<file path="src/rtl/dur_pkg.sv">
package dur_pkg;
  typedef enum logic {
    DUR_COUNT = 1'b0,
    DUR_LOAD  = 1'b1
  } dur_mode_e;
endpackage

</file>
<file path="src/rtl/dur_cfg_reg.sv">
module dur_cfg_reg
  import dur_pkg::*;
#(
  parameter int W = 7
) (
  input  logic         clk,
  input  logic         rst_n,
  input  logic         we,
  input  logic [W:0]   wdata,
  output logic         load_eff_o,
  output logic [W-1:0] reload_eff_o
);
  dur_mode_e     mode_q;
  logic [W-1:0]  reload_q;
  dur_mode_e     mode_w;

  assign mode_w = dur_mode_e'(wdata[W]);

  always_ff @(posedge clk) begin
    if (!rst_n) begin
      mode_q   <= DUR_COUNT;
      reload_q <= '0;
    end else if (we) begin
      mode_q   <= mode_w;
      reload_q <= wdata[W-1:0];
    end
  end

  // a write is seen in the same cycle (transparent load)
  assign load_eff_o   = we ? (mode_w == DUR_LOAD) : (mode_q == DUR_LOAD);
  assign reload_eff_o = we ? wdata[W-1:0] : reload_q;


  cfg_store_chk: assert property (@(posedge clk) disable iff (!rst_n)
    we |=> (mode_q == $past(mode_w)) && (reload_q == $past(wdata[W-1:0])));


  cfg_reset_chk: assert property (@(posedge clk)
    !rst_n |=> (mode_q == DUR_COUNT) && (reload_q == '0));
endmodule

</file>
<file path="src/rtl/dur_down_core.sv">
module dur_down_core #(
  parameter int W = 7
) (
  input  logic         clk,
  input  logic         rst_n,
  input  logic         load_i,
  input  logic [W-1:0] reload_i,
  input  logic         tick_i,
  output logic [W-1:0] cnt_o,
  output logic         zero_o
);
  localparam logic [W-1:0] ONE = W'(1);

  logic [W-1:0] cnt_q;
  logic [W-1:0] cnt_d;
  logic         is_zero;

  assign is_zero = (cnt_q == '0);

  always_comb begin
    cnt_d = cnt_q;
    if (load_i)
      cnt_d = reload_i;
    else if (tick_i && !is_zero)
      cnt_d = cnt_q - ONE;
  end

  always_ff @(posedge clk) begin
    if (!rst_n) cnt_q <= '0;
    else        cnt_q <= cnt_d;
  end

  assign cnt_o  = cnt_q;
  assign zero_o = is_zero;


  load_follow_chk: assert property (@(posedge clk) disable iff (!rst_n)
    load_i |=> cnt_q == $past(reload_i));


  dec_one_chk: assert property (@(posedge clk) disable iff (!rst_n)
    (!load_i && tick_i && cnt_q != '0) |=> cnt_q == $past(cnt_q) - ONE);


  idle_hold_chk: assert property (@(posedge clk) disable iff (!rst_n)
    (!load_i && !tick_i) |=> $stable(cnt_q));


  zero_stick_chk: assert property (@(posedge clk) disable iff (!rst_n)
    (!load_i && cnt_q == '0) |=> cnt_q == '0);
endmodule

</file>
<file path="src/rtl/dur_step_gate.sv">
module dur_step_gate (
  input  logic clk,
  input  logic rst_n,
  input  logic zero_i,
  input  logic step_i,
  output logic step_o
);
  assign step_o = step_i & ~zero_i;


  gate_block_chk: assert property (@(posedge clk) disable iff (!rst_n)
    zero_i |-> !step_o);
endmodule

</file>
<file path="src/rtl/dur_gate_counter.sv">
module dur_gate_counter #(
  parameter int W = 7
) (
  input  logic         clk,
  input  logic         rst_n,
  input  logic         cfg_we,
  input  logic [W:0]   cfg_wdata,
  input  logic         qtr_en,
  input  logic         step_in,
  output logic [W-1:0] count_o,
  output logic         zero_o,
  output logic         step_o
);
  logic         load_eff;
  logic [W-1:0] reload_eff;

  dur_cfg_reg #(.W(W)) cfg_i (
    .clk          (clk),
    .rst_n        (rst_n),
    .we           (cfg_we),
    .wdata        (cfg_wdata),
    .load_eff_o   (load_eff),
    .reload_eff_o (reload_eff)
  );

  dur_down_core #(.W(W)) core_i (
    .clk      (clk),
    .rst_n    (rst_n),
    .load_i   (load_eff),
    .reload_i (reload_eff),
    .tick_i   (qtr_en),
    .cnt_o    (count_o),
    .zero_o   (zero_o)
  );

  dur_step_gate gate_i (
    .clk    (clk),
    .rst_n  (rst_n),
    .zero_i (zero_o),
    .step_i (step_in),
    .step_o (step_o)
  );


  zero_flag_chk: assert property (@(posedge clk) disable iff (!rst_n)
    zero_o == (count_o == '0));
endmodule

</file>
<file path="config.mk">
export PLATFORM = sky130hd
export DESIGN_NAME = dur_gate_counter
export DESIGN_NICKNAME = d
export VERILOG_FILES = /design/src/rtl/dur_pkg.sv /design/src/rtl/dur_cfg_reg.sv /design/src/rtl/dur_down_core.sv /design/src/rtl/dur_step_gate.sv /design/src/rtl/dur_gate_counter.sv
export SDC_FILE = /design/constraint.sdc
export NUM_CORES = 1
export LEC_CHECK = 0
export BUFFER_PORTS_ARGS = -buffer_cell sky130_fd_sc_hd__buf_2
export CORE_UTILIZATION = 42
export CTS_BUF_LIST = sky130_fd_sc_hd__clkbuf_16
export CTS_CLUSTER_DIAMETER = 60
export CTS_CLUSTER_SIZE = 16
export DETAILED_ROUTE_END_ITERATION = 10
export HOLD_SLACK_MARGIN = 0.06
export PLACE_DENSITY_LB_ADDON = 0.1
export SYNTH_ARGS = -nofsm -noshare
export SYNTH_HDL_FRONTEND = slang
export SYNTH_SLANG_ARGS = --single-unit
</file>
<file path="constraint.sdc">
create_clock -name clk -period 1.6 [get_ports clk]
set_input_delay 0.32 -clock clk [delete_from_list [all_inputs] [get_ports clk]]
set_output_delay 0.32 -clock clk [all_outputs]
set_load 0.05 [all_outputs]
</file>
==> results of run 1 <==
state kept, by name (all words and copies together) (netlist names):
signal	cells
core_i.cnt_o	7
cfg_i.mode_q	1
cfg_i.reload_q	7
synth_stat cells, drive strengths merged, types with 2 or more instances:
cell type and n:
a31oi 4, clkbuf 2, o22ai 2, inv 7, nor4b 2, buf 2
mux2i 8, nor3 2, nor2 14, a32oi 4, nand2 11, nand3 2
xnor2 2, dfxtp 15, or3 3
metal layers:
metal	vias up	GRT usage, %	share of wire, %
met1	328	28.9	46
met2	17	32.5	48
met3	5	6.25	3.6
met5	-	0	0
li1	369	-	-
met4	0	13.1	2.5
area by class of cell:
class | instances | area [sq um]
Clock buffer | 3 | 75.1
Clock inverter | 1 | 3.75
Fill cell | 125 | 497
Inverter | 7 | 26.3
Multi-Input combinational cell | 63 | 427
Sequential cell | 15 | 313
Tap cell | 16 | 20.0
Timing Repair Buffer | 30 | 198
critical path: cells and delay by family, from the launching register on:
| kind | cells | cell delay, ps |
|---|---|---|
| flip-flops | 1 | 340 |
| AND/OR/NAND/NOR | 3 | 460 |
| adder cells (fa/ha/maj) | 1 | 130 |
| buffers and inverters | 2 | 200 |
path summary, 6_finish.rpt:
kind	end	slack, ps	start	cells after the start
max	step_o	-100	core_i.cnt_o[0]	6
min	cfg_i.reload_q[2]	330	cfg_wdata[2]	3
max reg2reg	core_i.cnt_o[5]	-30	core_i.cnt_o[1]	8
min reg2reg	core_i.cnt_o[3]	480	core_i.cnt_o[3]	2
through the flow:
stage	setup WS [ps]	TNS [ps]	hold WS, ps	util (%)
finish	-96.6	-226	333	68.1
global route	-149	-667	343	68.1
CTS	-88.7	-197	329	67.7
detailed placement	-10.4	-10.4	477	60.2
global placement	24.3	0	468	60.2
floorplan	-137	-269	429	-
logic make-up after synthesis:
logic type               Yosys count  synth area share, %
AND/OR/NAND/NOR                   38                 24.3
flip-flops                        15                 41.0
AO/OA/AOI/OAI                     14                 13.8
buffers and inverters             11                 5.81
multiplexers                       8                 10.9
XOR/XNOR                           2                 2.39
adder cells (fa/ha/maj)            1                 1.71
what timing repair did:
action	CTS	global route
gates resized for setup	5	1
setup buffers	3	1
endpoints found under the setup margin	2	5
hold buffers	0	0
pin swaps	2	2
report_power, final:
part           internal [uW]  leakage, uW  total, uW  switching [uW]
clock                    331    0.0000423        480             149
sequential               416     0.000126        445            29.5
combinational            198     0.000341        465             267
total                    944     0.000510       1390             446
==> impl_metrics.ini, run 1 <==
[logic_synthesis]
synthCells = 89
synth_edf_count = 0
synth_area_sq_um = 732
synth_area_leader_cell = dfxtp_1
post-synth-top-area-fraction_pct = 41.0
synth-async-reset-ratio_pct = 0
synth.area.top_cells = dfxtp_1 (41%), mux2i_1 (11%), nor2_1 (7.2%), nand2_1 (5.6%), a32oi_1 (4.8%)
syn-num-nets = 103
syn_area_per_cell_sq_um = 8.22
ys_warn_count = 0
synth_flop_cell = dfxtp_1
synth_seq_cells = 15
synthDistinctLibCells = 25
yosysSeqAreaShare_pct = 41.0

[sta]
rsz0062_at_grt = yes
tightestPinTransition_ps = 396
max_slew_margin_pct = 73.4
fmax_ghz = 0.589
hold_violations = 0
fin_ws_ps = -96.6
min_period_over_period_pct = 106
layout_min_cycle_time_ps = 1700
skew_ps = 0.592
final_max_slew_viol_count = 0
setup_violations = 5

[cells_and_area]
syn2layout_area_growth_pct = 45.1
fin_area_sq_um = 1060
final_cells = 135
final_common_cell = buf_2
mostFrequentLayoutCells = buf_2 (19), nor2_1 (14), nand2_1 (11), dfxtp_1 (9)
diodes = 0
fin_nets = 134
drive_gt1_share_pct = 37.8

[route]
drcViolationCount = 2
vias = 719
drtIter0Drc = 13
via_per_inst = 5.33
wl_per_cell_um = 12.8
first_pass_iters = 7
ant_nets = 0
routed_wirelength_mm = 1.73

[global_routing]
grt_use_total_pct = 22.2
grt_pass1_vias = 665
grt_overflow_total = 0
grt_first_pass_wirelength_mm = 2.98
antenna_found_initial = 0
grt_max_degree = 12

[placement]
placed_cell_area_sq_um = 938
portBuffers = 21
place_inst = 127
hpwl_mm = 1.22
gp_congestion = 0.748

[pwr]
power.leakage_uw = 0.000510
power.total_uw = 1390
power.density_nw_per_um2 = 1310
vdd_ir_drop_max_mv = 0.820

[floorplan]
die_height_um = 43.7
die_area_sq_um = 1910
initial_core_util_pct = 47.0
io_pins = 22
die_w_um = 43.7
placementRows = 14
core-area_sq_um = 1560

[clock_tree]
clk_latency_ps = 240
tritoncts.num_buffers = 3
cts_htree_levels = 1
cts_buffer_depth = 2
cts_tree = yes
cts_root_buf = clkbuf_16
cts_sinks = 15
cts.reportedPaths.clkPinSlew_ps = 50

[setup_path]
slowest_stage = dfxtp_4
crit_chain = inv_2 -> ha_4 -> nor4b_4 -> and2_4 -> nor2b_4 -> buf_6
critPathKind = flip-flop to primary output
worst-path-max-fanout = 3
worstPathRequired_ps = 1280
startpoint_type = flip-flop
cpPeakStageDelay_ps = 340
crit_arrival_ps = 1380
end_kind = primary output

[outcome]
violations = DRC, setup timing
status = finished with violations

[job]
drv_cap = 0

[worst_hold_path]
hold_class = primary input to flip-flop
No activity file was read; power rests on OpenSTA's default activity.
==> run 2, diff against run 1 <==
SKIP_LAST_GASP = 1   (was default)
==> impl_metrics.ini, run 2 (synthesis results as in run 1) <==
[outcome]
status = finished with violations
violations = DRC, setup timing

[clock_tree]
cts_buffer_depth = 2
cts_root_buf = clkbuf_16
tritoncts.num_buffers = 3
clk_latency_ps = 240
cts_sinks = 15
cts_htree_levels = 1
cts_tree = yes
cts.reportedPaths.clkPinSlew_ps = 50

[floorplan]
placementRows = 14
die_w_um = 43.7
die_area_sq_um = 1910
core-area_sq_um = 1560
die_height_um = 43.7
io_pins = 22
initial_core_util_pct = 47.0

[cells_and_area]
n_fill_cell = 125
final_common_cell = buf_2
drive_gt1_share_pct = 37.3
diodes = 0
fin_nets = 133
final_core_util_pct = 67.7
mostFrequentLayoutCells = buf_2 (19), nor2_1 (14), nand2_1 (11), dfxtp_1 (9), mux2i_1 (8)
syn2layout_area_growth_pct = 44.1
final_cells = 134

[global_routing]
grt_pass1_vias = 669
grt_use_total_pct = 22.1
grt_overflow_total = 0
antenna_found_initial = 0
grt_first_pass_wirelength_mm = 2.97
grt_max_degree = 12

[sta]
final_max_slew_viol_count = 0
fmax_ghz = 0.593
min_period_over_period_pct = 105
tightestPinTransition_ps = 397
tns_ps = -163
hold_violations = 0
whs_ps = 334
max_slew_margin_pct = 73.3
setup_violations = 3
skew_ps = 0.654
fin_ws_ps = -86.9
rsz0062_at_grt = yes
layout_min_cycle_time_ps = 1690

[placement]
post-place-ws_ps = -10.4
gp_congestion = 0.748
hpwl_mm = 1.22
portBuffers = 21
place_inst = 127

[setup_path]
end_kind = primary output
critPathKind = flip-flop to primary output
startpoint_type = flip-flop
crit_chain = inv_2 -> ha_4 -> nor4b_4 -> and2_4 -> nor2b_4 -> buf_6
crit_arrival_ps = 1370
worstPathRequired_ps = 1280
worst-path-max-fanout = 3
slowest_stage = dfxtp_4
cpPeakStageDelay_ps = 340

[route]
vias = 722
routed_wirelength_mm = 1.72
ant_nets = 0
wl_per_cell_um = 12.8
drcViolationCount = 2
drtIter0Drc = 16
via_per_inst = 5.39
first_pass_iters = 7

[pwr]
power.leakage_uw = 0.000505
vdd_ir_drop_max_mv = 0.818
power.density_nw_per_um2 = 1310

[job]
drv_cap = 0

[worst_hold_path]
hold_class = primary input to flip-flop
-- run 2: layer usage --
layer | GRT usage [%] | vias to the layer above | part of all wire [%]
li1 | - | 367 | -
met1 | 28.7 | 331 | 44
met2 | 32.5 | 19 | 48
met3 | 6.25 | 5 | 4.5
met4 | 13.1 | 0 | 2.6
met5 | 0 | - | 0
-- run 2: metrics by stage --
stage / total power (uW) / cell area (sq um)
after floorplan: 762 / 790
after global placement: 850 / 938
after detailed placement: 857 / 938
after CTS: 1390 / 1050
after global routing: 1450 / 1050
final: 1380 / 1050
-- run 2: worst paths after layout --
path                                          end  depth (start not counted)  slack [ps]             from
worst min register to register    core_i.cnt_o[3]                          2         480  core_i.cnt_o[3]
worst max register to register    core_i.cnt_o[3]                          5         -20  core_i.cnt_o[0]
worst max-delay path                       step_o                          6         -90  core_i.cnt_o[0]
worst min-delay path            cfg_i.reload_q[2]                          3         330     cfg_wdata[2]
-- run 2: final cells by class --
cell class | count | area (sq um) | share of cell area (%)
Inverter | 7 | 26.3 | 2.49
Multi-Input combinational cell | 63 | 427 | 40.5
Sequential cell | 15 | 313 | 29.7
Clock inverter | 1 | 3.75 | 0.356
Clock buffer | 3 | 75.1 | 7.12
Tap cell | 16 | 20.0 | 1.90
Timing Repair Buffer | 29 | 190 | 18.0
-- run 2: where the power goes --
part	switching [uW]	internal, uW	leakage (uW)	total (uW)
clock	149	331	0.0000423	480
sequential	29.9	416	0.000126	446
combinational	265	189	0.000336	454
-- run 2: timing repair --
action                                 in CTS  in global routing
pin swaps                                   2                  2
setup endpoints to repair                   2                  5
setup buffers                               3                  0
hold buffers                                0                  0
endpoints found under the hold margin       0                  0
cloned                                      0                  0
gates resized for setup                     5                  1
-- run 2: worst max-delay path, delay by kind of cell (launching register included) --
| kind | cells | cell delay [ps] |
|---|---|---|
| and+or+nand+nor | 3 | 450 |
| DFF | 1 | 340 |
| buffers and inverters | 2 | 200 |
| adders and majority gates | 1 | 130 |
==> run 3, diff against run 2 <==
PLACE_DENSITY = 0.7   (was default)
PLACE_DENSITY_LB_ADDON = default   (was 0.1)
SKIP_CTS_REPAIR_TIMING = 1   (was default)
==> impl_metrics.ini, run 3 (synthesis results as in run 1) <==
[outcome]
status = finished with violations
violations = setup timing

[pwr]
p_int_uw = 939
power_switching_uw = 443
vdd_ir_drop_max_mv = 0.833
seqPwrFrac_pct = 32.9
comb_power_share_pct = 32.0
netSwitchingFraction_pct = 32.1
power.density_nw_per_um2 = 1320
p_clk_share_pct = 35.1
power.leakage_uw = 0.000496

[clock_tree]
cts_root_buf = clkbuf_16
cts_tree = yes
cts_htree_levels = 1
clk_latency_ps = 240
cts_sinks = 15
tritoncts.num_buffers = 3
cts_buffer_depth = 2
cts.reportedPaths.clkPinSlew_ps = 50

[setup_path]
crit_arrival_ps = 1410
worst-r2r-setup-slack_ps = -70
worstPathRequired_ps = 1280
ff2ff_path_depth = 8
startpoint = core_i.cnt_o[0]
worst-path-max-fanout = 4
end_kind = primary output
r2r-end = core_i.cnt_o[4]
startpoint_type = flip-flop
critPathKind = flip-flop to primary output
reg2reg_from = core_i.cnt_o[0]

[placement]
hpwl_mm = 1.15
place_inst = 126
placed_cell_area_sq_um = 918
gp_congestion = 0.767
portBuffers = 21
post-place-ws_ps = -14.7

[cells_and_area]
final_core_util_pct = 67.1
n_fill_cell = 139
fin_area_sq_um = 1050
syn2layout_area_growth_pct = 42.9
drive_gt1_share_pct = 37.6
mostFrequentLayoutCells = buf_2 (19), nor2_1 (14), nand2_1 (11), dfxtp_1 (9), mux2i_1 (8)
final_common_cell = buf_2
fin_nets = 132
diodes = 0
final_cells = 133

[floorplan]
initial_core_util_pct = 47.0
die_w_um = 43.7
placementRows = 14
io_pins = 22
die_height_um = 43.7
die_area_sq_um = 1910
core-area_sq_um = 1560

[worst_hold_path]
hold_class = primary input to flip-flop
hold_end = cfg_i.reload_q[4]
hp-start = cfg_wdata[4]
hold_depth = 3

[route]
top_layer_used = met4
drtIter0Drc = 16
vias = 720
drcViolationCount = 0
routed-wl-met3_um = 74
via_per_inst = 5.41
wl_met2_um = 741
routed_wirelength_mm = 1.59
ant_nets = 0
first_pass_iters = 4
wl_met1_um = 763
wl_per_cell_um = 11.9

[global_routing]
grt_pass1_vias = 644
grt_overflow_total = 0
grt_use_total_pct = 18.6
grt_max_degree = 16
grt_first_pass_wirelength_mm = 2.70
antenna_found_initial = 0

[sta]
skew_ps = 2.82
max_slew_margin_pct = 74.2
fin_ws_ps = -127
rsz0062_at_grt = yes
layout_min_cycle_time_ps = 1730
tightestPinTransition_ps = 382
setup_violations = 5
fmax_ghz = 0.579
final_max_slew_viol_count = 0
min_period_over_period_pct = 108
hold_violations = 0

[job]
drv_cap = 0
[run 3: changes by cell type in the layout (fill, tap and decap cells not counted), sizes merged]
cell	before	now
buf	29	28
[run 3: final cells by class]
type | count | area [sq um] | area share, %
sequential | 15 | 313 | 29.9
clock inverter | 1 | 6.26 | 0.598
inverter | 7 | 31.3 | 2.99
multi-input combinational | 63 | 427 | 40.8
timing repair buffer | 28 | 174 | 16.6
clock buffer | 3 | 75.1 | 7.18
tap | 16 | 20.0 | 1.91
[run 3: worst max-delay path by stage]
stage | end | slack, ps
final | step_o | -130
after global routing | step_o | -190
after CTS | zero_o | -280
after detailed placement | zero_o | -10
after global placement | zero_o | 30
after floorplan | step_o | -140
[run 3: metrics by stage]
step,power (uW),TNS [ps],hold WS (ps)
floorplan,762,-269,429
global placement,838,0,470
detailed placement,846,-14.7,480
CTS,1340,-518,328
global route,1460,-724,344
finish,1380,-341,326
[run 3: routing by layer]
layer	track usage, %	vias to the layer above
met5	0	-
met4	10.6	0
met3	1.67	2
met2	27.8	20
met1	26.0	330
li1	-	368
[run 3: power by group through the flow]
stage          logic, uW  clock network, uW  registers (uW)
2_1_floorplan        226                  0             536
3_3_place_gp         380                  0             458
3_5_place_dp         387                  0             459
4_1_cts              390                500             452
5_1_grt              476                520             460
6_report             442                486             455
[run 3: critical path: stages, from the launching register on]
cell     delay (ps)
dfxtp_4         360
inv_4            60
ha_4            130
nor4b_4         230
and2_4          220
nor2b_4          40
buf_6           140
